## config.mk

```make
export PLATFORM = sky130hd
export DESIGN_NAME = csa_mac
export DESIGN_NICKNAME = d
export VERILOG_FILES = /design/src/rtl/csa_mac_mult.sv /design/src/rtl/csa_mac_halfadd_layer.sv /design/src/rtl/csa_mac_merge.sv /design/src/rtl/csa_mac.sv
export SDC_FILE = /design/constraint.sdc
export NUM_CORES = 1
export LEC_CHECK = 0
export ABC_AREA = 0
export CORE_AREA = 2 2 134 84
export CTS_BUF_LIST = sky130_fd_sc_hd__clkbuf_8
export DETAILED_ROUTE_END_ITERATION = 8
export DIE_AREA = 0 0 136 86
export HOLD_SLACK_MARGIN = 0.1
export PLACE_DENSITY = 0.6
export SLEW_MARGIN = 10
export SYNTH_ARGS = -nofsm -noshare
export SYNTH_HDL_FRONTEND = slang
export SYNTH_SLANG_ARGS = --single-unit
```

## constraint.sdc

```tcl
create_clock -name clk -period 3.2 [get_ports clk]
set_input_delay 0.48 -clock clk [delete_from_list [all_inputs] [get_ports clk]]
set_output_delay 0.48 -clock clk [all_outputs]
set_load 0.01 [all_outputs]
```

## src/rtl/csa_mac_mult.sv

```systemverilog
module csa_mac_mult #(
   parameter int OP_W       = 8,
   parameter int ACC_W      = 16,
   parameter bit SIGNED_OPS = 1'b1
) (
   input  logic [OP_W-1:0]  a,
   input  logic [OP_W-1:0]  b,
   output logic [ACC_W-1:0] prod
);
   localparam int PW = 2*OP_W;
   logic [PW-1:0] p_raw;

   generate
      if (SIGNED_OPS) begin : g_signed
         logic signed [PW-1:0] p_s;
         assign p_s   = $signed(a) * $signed(b);
         assign p_raw = p_s;
         if (ACC_W > PW) begin : g_ext
            assign prod = {{(ACC_W-PW){p_raw[PW-1]}}, p_raw};
         end else begin : g_fit
            assign prod = p_raw;
         end
      end else begin : g_unsigned
         assign p_raw = a * b;
         if (ACC_W > PW) begin : g_ext
            assign prod = {{(ACC_W-PW){1'b0}}, p_raw};
         end else begin : g_fit
            assign prod = p_raw;
         end
      end
   endgenerate
endmodule

```

## src/rtl/csa_mac_halfadd_layer.sv

```systemverilog
module csa_mac_halfadd_layer #(
   parameter int W = 16
) (
   input  logic [W-1:0] p,
   input  logic [W-1:0] q,
   output logic [W-1:0] s,
   output logic [W-1:0] c
);
   genvar i;
   generate
      for (i = 0; i < W; i++) begin : g_bit
         assign s[i] = p[i] ^ q[i];
         assign c[i] = p[i] & q[i];
      end
   endgenerate
endmodule

```

## src/rtl/csa_mac_merge.sv

```systemverilog
module csa_mac_merge #(
   parameter int W = 16
) (
   input  logic [W-1:0] s,
   input  logic [W-1:0] c,
   output logic [W-1:0] sum,
   output logic         cout
);
   logic [W:0] full;
   // carries weigh twice their bit; the top one leaves the word
   assign full = {1'b0, s} + {1'b0, c[W-2:0], 1'b0};
   assign sum  = full[W-1:0];
   assign cout = full[W] | c[W-1];
endmodule

```

## src/rtl/csa_mac.sv

```systemverilog
module csa_mac #(
   parameter int OP_W       = 8,
   parameter int ACC_W      = 16,
   parameter bit SIGNED_OPS = 1'b1
) (
   input  logic             clk,
   input  logic             rst_n,
   input  logic             clear,
   input  logic             valid,
   input  logic [OP_W-1:0]  x_in,
   input  logic [OP_W-1:0]  y_in,
   output logic [ACC_W-1:0] acc_q,
   output logic             ovf_sticky
);
   localparam int MSB = ACC_W - 1;

   generate
      if (ACC_W < 2*OP_W) begin : g_bad_width
         $error("csa_mac: ACC_W must hold a full product");
      end
      if (OP_W < 2) begin : g_bad_op
         $error("csa_mac: OP_W too small");
      end
   endgenerate

   logic [ACC_W-1:0] prod, hs, hc, nxt;
   logic             top_cout, ovf_now;

   csa_mac_mult #(.OP_W(OP_W), .ACC_W(ACC_W), .SIGNED_OPS(SIGNED_OPS)) u_mult (
      .a(x_in), .b(y_in), .prod(prod)
   );

   csa_mac_halfadd_layer #(.W(ACC_W)) u_layer (
      .p(prod), .q(acc_q), .s(hs), .c(hc)
   );

   csa_mac_merge #(.W(ACC_W)) u_merge (
      .s(hs), .c(hc), .sum(nxt), .cout(top_cout)
   );

   generate
      if (SIGNED_OPS) begin : g_ovf_signed
         assign ovf_now = (prod[MSB] == acc_q[MSB]) && (nxt[MSB] != acc_q[MSB]);
      end else begin : g_ovf_unsigned
         assign ovf_now = top_cout;
      end
   endgenerate

   always_ff @(posedge clk or negedge rst_n) begin
      if (!rst_n) begin
         acc_q      <= '0;
         ovf_sticky <= 1'b0;
      end else if (clear) begin
         acc_q      <= '0;
         ovf_sticky <= 1'b0;
      end else if (valid) begin
         acc_q      <= nxt;
         ovf_sticky <= ovf_sticky | ovf_now;
      end
   end
endmodule

```

Yosys cells after proc, flatten, opt, wreduce, memory -nomap -nowiden
Cells that the tools add are included. Widths: inputs -> output; s select.

Equal/unequal tests: 2. Bitwise logic cells: 32. Add/subtract/negate cells: 1. Reduce and logical (&&, ||, !) cells: 2. Mux-type cells: 4. Multiply operators: 1.

Operator list (count): $mux 16 (2); $add 16x16->16 (1); $mul 8x8->16 (1); $xor 1x1->1 (16); $and 1x1->1 (15); $mux 1 (2); $reduce_bool 2->1 (1); $eq 1x1->1 (1); $logic_and 1x1->1 (1); $ne 1x1->1 (1); $or 1x1->1 (1).

Logic and storage cells: 44. Input port bits: 20. Output and inout port bits: 17. Register bits after elaboration: 17.

Logic depth before layout (Yosys ltp)
Gate-level depths: netlist (run 1).

Word-level depth: 8. Gate-level depth with buffers: 25. Mapped depth without buffers: 25.

Hierarchy
A second synthesis (run 1) with hierarchy kept.

Cell total of the unflattened synthesis: 444. Area total of the unflattened synthesis: 4125.2 um2.

By module, submodules not included: csa_mac_mult (cells each 284, times used 1, area an instance 2511.2 um2, seq. area each 0.0 um2); csa_mac (cells each 57, times used 1, area an instance 715.7 um2, seq. area each 425.4 um2); csa_mac_merge (cells each 87, times used 1, area an instance 698.2 um2, seq. area each 0.0 um2); csa_mac_halfadd_layer (cells each 16, times used 1, area an instance 200.2 um2, seq. area each 0.0 um2).

Least setup slack after synthesis (run 1)
Ideal clock, no wire load.

Path kind: input port to flip-flop. Start point: input x_in[3]. End point: register acc_q[15]. Data required time: 3.113 ns. Setup slack: -2.406 ns. Buffers on the path: 0. Arrival time: 5.519 ns. Cell stages on the path: 23. Library setup time: 0.087 ns. Path through: and2_1 fa_1 inv_1 fa_1 inv_1 fa_1 inv_1 fa_1 inv_1 ha_1 a21oi_1 o21bai_1 a21oi_1 o21bai_1 a211o_1 nand3_1 ha_1 ha_1 nand3_1 a211o_1 and3_1 xnor2_1 a211oi_2.

Cells in the longest elaborated chain, start to end: 5. Elaborated cells on any way between the ends: 29. Classes of those cells: add/sub (1); mul (1); mux (2); bitwise (25).

RTL lines: start, declared (line csa_mac.sv:10) `input logic [OP_W-1:0] x_in,`; $mul 8x8->16 (*) (line csa_mac_mult.sv:16) `assign p_s = $signed(a) * $signed(b);`; $xor 1x1->1 or $and 1x1->1 (tied branches) (line csa_mac_halfadd_layer.sv:12, csa_mac_halfadd_layer.sv:13); $add 16x16->16 (*) (line csa_mac_merge.sv:11) `assign full = {1'b0, s} + {1'b0, c[W-2:0], 1'b0};`; $mux 16 (*) (line csa_mac.sv:56) `end else if (valid) begin`; $mux 16 (*) (line csa_mac.sv:53) `end else if (clear) begin`; end signal, assigned (line csa_mac.sv:57) `acc_q <= nxt;`; end, declared (line csa_mac.sv:12) `output logic [ACC_W-1:0] acc_q,`.

Every way passes the cells marked *; elsewhere a longest branch is shown, timed or not. The select of a mux whose other input is x is not followed. A chain may end at the register's enable or synchronous reset.

Final worst setup path (run 1)
Start point: input y_in[2]. End point: register ovf_sticky.

Cells in the longest elaborated chain, start to end: 8. Elaborated cells on any way between the ends: 35. Classes of those cells: add/sub (1); mul (1); eq/ne (2); mux (2); bitwise (28); reduce/logical (1).

RTL lines: start, declared (line csa_mac.sv:11) `input logic [OP_W-1:0] y_in,`; $mul 8x8->16 (*) (line csa_mac_mult.sv:16); $xor 1x1->1 or $and 1x1->1 (tied branches) (line csa_mac_halfadd_layer.sv:12, csa_mac_halfadd_layer.sv:13); $add 16x16->16 (line csa_mac_merge.sv:11); $ne 1x1->1 (line csa_mac.sv:43) `assign ovf_now = (prod[MSB] == acc_q[MSB]) && (nxt[MSB] != acc_q[MSB]);`; $logic_and 1x1->1 (*) (line csa_mac.sv:43); $or 1x1->1 (*) (line csa_mac.sv:58) `ovf_sticky <= ovf_sticky | ovf_now;`; $mux 1 (*) (line csa_mac.sv:56); $mux 1 (*) (line csa_mac.sv:53); end signal, assigned (line csa_mac.sv:58); end, declared (line csa_mac.sv:13) `output logic ovf_sticky`.

Marked as above.

==> impl_results.md, run 1 <==
- Num CTS Buffers: 3
- Iteration-0 DRC Markers: 136
- Final setup fails: 13
- Synth cell types: 46
- Max clock buf depth: 2
- FMAX: 185.8 MHz
- Initial antenna violation count: 0
- Multi-input gate area: 4182 µm²
- Yosys warns: 0
- Worst Path Arrival: 5.50 ns
- Ratio of cells with drive above 1 in the final layout: 44.88%
- GRT busiest layer: met2
- Die width: 136 µm
- FF+latch count, synth: 17
- Routed Antenna Nets: 0
- MaxCap Viol Count: 0
- Top-count cell post-synth: inv_1
- NumNets Final: 721
- Synth Instances: 456
- Unrepaired setup endpoints after global routing: true
- Xor-xnor portion of the synthesized cell area: 5.549%
- GRT met1 Usage: 26.22%
- Top cells by count, synth: 97 x inv_1, 58 x ha_1, 56 x fa_1
- Worst-Margin Slew: 0.8868 ns
- Area grow syn2layout: 56.35%
- I/O Pins: 37
- GPL Wtd Cong: 0.8440
- Area fraction of the dominant cell type after synthesis: 27.47%
- Adder-Cell Fraction of Synth Area: 45.25%
- Syn_area_per_cell: 8.950 µm²
- Ys flop type: dfrtp_1
- Final wirelength: 10040 µm
- Fin util: 61.49%
- Htree depth: 1
- Rel. slew slack: 40.69%
- Number of port buffers: 36
- Die outline area: 11700 µm²
- Crit Path Class: in2reg
- First-pass GRT wire length: 17550 µm
- Avg WL per Cell: 13.85 µm
- Vias per Instance: 4.899
- Fin. max-slew vios: 0
- Dominant cells by area after synthesis: fa_1 27%, ha_1 18%, dfrtp_1 10%, inv_1 8.9%, and2_1 6.6%
- First drt pass iteration count: 4
- Largest net degree at the start of global routing: 22
- Met2 Resource Use GR: 32.39%
- Min Clock Period, post-route: 5.381 ns
- Placed Area: 5525 µm²
- Mapped Area: 4081 µm²
- Post-route cell area: 6381 µm²
- Critical path endpoint category: flop
- Hpwl dp: 8233 µm
- Syn Nets: 590
- Crit-path max FO: 4
- Failing checks: negative setup slack
- Num Clock Sinks: 17
- Clock Latency Late Sink: 0.26 ns
- Post-route worst setup slack: -2.181 ns
- Post-synth EDFFs: 0
- Simple-gate portion of the synthesized area: 16.09%
- CP required: 3.32 ns
- CTS tree: done
- Hold Crit Class: reg2reg
- Vias: 3552
- Startpoint Class: input port
- Register area: 425.4 µm²
- Fraction of registers with async set/reset: 100.0%
- Setup TNS Final: -22.21 ns
- Worst-path clk slew: 0.07 ns
- Fillers: 873
- Initial Util: 39.33%
- Vias in the first global route: 3796
- Hold Worst Slack: 0.5543 ns
- Gr usage total: 18.56%
- Area fraction in compound gates after synthesis: 11.31%
- Clock Skew: 0.007336 ns
- Die Y: 86 µm
- M3 GR Usage: 1.950%
- Remaining Overflow, GRT: 0
- Run status: complete, but fails checks
- # DRC: 0
- Core ar.: 10380 µm²
- Clock Tree Root: clkbuf_8
- Final period util: 168.2%
- Antenna cells: 0
- Multiplexer area fraction after synthesis: 1.993%
- Row Count: 29
- Seq/Total Area, Yosys: 10.42%
- Area leader, netlist: fa_1
- Largest family of logic cells by synthesized area: adder cells
- Final Hold Viols: 0
-- critical path, cell delays in order --
cell and delay, ns:
buf_8 0.10, buf_4 0.13, nand2_2 0.07, buf_4 0.12
inv_1 0.05, fa_1 0.46, fa_1 0.50, fa_1 0.54
inv_1 0.06, fa_2 0.55, inv_1 0.06, ha_4 0.15
a21o_1 0.17, a21oi_2 0.17, o21ai_2 0.09, xor2_1 0.17
ha_1 0.33, ha_4 0.25, a21o_1 0.21, a211o_1 0.29
nand2_1 0.07, and3_4 0.21, xor2_2 0.17, o22ai_2 0.09
-- layer usage --
layer | vias up | routed length (µm)
li1 | 1726 | -
met1 | 1770 | 4908
met2 | 52 | 4746
met3 | 4 | 367
met4 | 0 | 19
met5 | - | 0
-- worst paths after layout --
kind	start	end	slack [ns]	cells after the start
setup / recovery	y_in[2]	ovf_sticky$_DFFE_PN0P_	-2.18	24
hold / removal	acc_q[12]$_DFFE_PN0P_	acc_q[12]$_DFFE_PN0P_	0.55	2
setup reg to reg	acc_q[1]$_DFFE_PN0P_	acc_q[15]$_DFFE_PN0P_	0.48	11
hold reg to reg	acc_q[12]$_DFFE_PN0P_	acc_q[12]$_DFFE_PN0P_	0.55	2
max in group asynchronous	rst_n	acc_q[7]$_DFFE_PN0P_	1.97	1
min in group asynchronous	rst_n	acc_q[8]$_DFFE_PN0P_	0.71	1
-- cell families (layout without fill, tap and decap cells) --
group                    after synthesis  count (layout)
adder cells (fa/ha/maj)              114             114
AND/OR/NAND/NOR                      122             122
XOR/XNOR                              25              25
flip-flops                            17              17
buffers and inverters                102             232
multiplexers                           8               8
AO/OA/AOI/OAI                         68              68
-- cell usage in the layout (no fill, tap or decap), types with 9 or more instances in the layout --
master           count
inv_1               79
buf_4               73
fa_1                50
ha_4                38
buf_6               30
and2_4              23
nor2_1              22
and2_1              20
clkdlybuf4s50_1     20
inv_2               18
ha_1                18
dfrtp_1             17
nand2_1             16
xnor2_1             13
a21oi_2              9
-- registers in the layout, indices dropped and copies added, names as in the netlist --
name and cells:
ovf_sticky 1, acc_q 16
-- stage by stage --
| step | std cells | setup WS, ns |
|---|---|---|
| 3_3_place_gp | 705 | -3.031 |
| 2_1_floorplan | 456 | -2.027 |
| 5_1_grt | 725 | -2.427 |
| 6_report | 725 | -2.181 |
| 3_5_place_dp | 705 | -2.996 |
| 4_1_cts | 721 | -2.186 |
-- repair_timing --
item | CTS | global route
pin swaps | 54 | 68
buffers inserted | 12 | 5
hold buffers | 0 | 0
setup endpoints to repair | 15 | 14
endpoints found under the hold margin | 0 | 0
resized for setup | 184 | 59
-- area by class of cell --
| class | count | share of cell area, % |
|---|---|---|
| Clock buffer | 3 | 0.6471 |
| Tap cell | 139 | 2.725 |
| Multi-Input combinational cell | 337 | 65.53 |
| Sequential cell | 17 | 6.667 |
| Clock inverter | 1 | 0.05882 |
| Inverter | 97 | 5.745 |
| Timing Repair Buffer | 131 | 18.63 |
Power of run 1 is not shown: default switching activity piles up to over one toggle a cycle in this logic, so the estimate is an artifact.
==> run 2: changes to the inputs <==
--- a/config.mk
+++ b/config.mk
@@ -10,6 +10,7 @@
 export CTS_BUF_LIST = sky130_fd_sc_hd__clkbuf_8
 export DETAILED_ROUTE_END_ITERATION = 8
 export DIE_AREA = 0 0 136 86
+export GPL_ROUTABILITY_DRIVEN = 0
 export HOLD_SLACK_MARGIN = 0.1
 export PLACE_DENSITY = 0.6
 export SLEW_MARGIN = 10
==> results of run 2 <==
Final layout, timing and power as in run 1 (identical DEF).
Power of run 2 is left out for the same reason.
==> run 3: changes to the inputs <==
--- a/config.mk
+++ b/config.mk
@@ -13,7 +13,7 @@
 export GPL_ROUTABILITY_DRIVEN = 0
 export HOLD_SLACK_MARGIN = 0.1
 export PLACE_DENSITY = 0.6
-export SLEW_MARGIN = 10
+export SLEW_MARGIN = 20
 export SYNTH_ARGS = -nofsm -noshare
 export SYNTH_HDL_FRONTEND = slang
 export SYNTH_SLANG_ARGS = --single-unit
==> results of run 3 <==
Final layout, timing and power as in run 1 (identical DEF).
Power of run 3 is left out for the same reason.
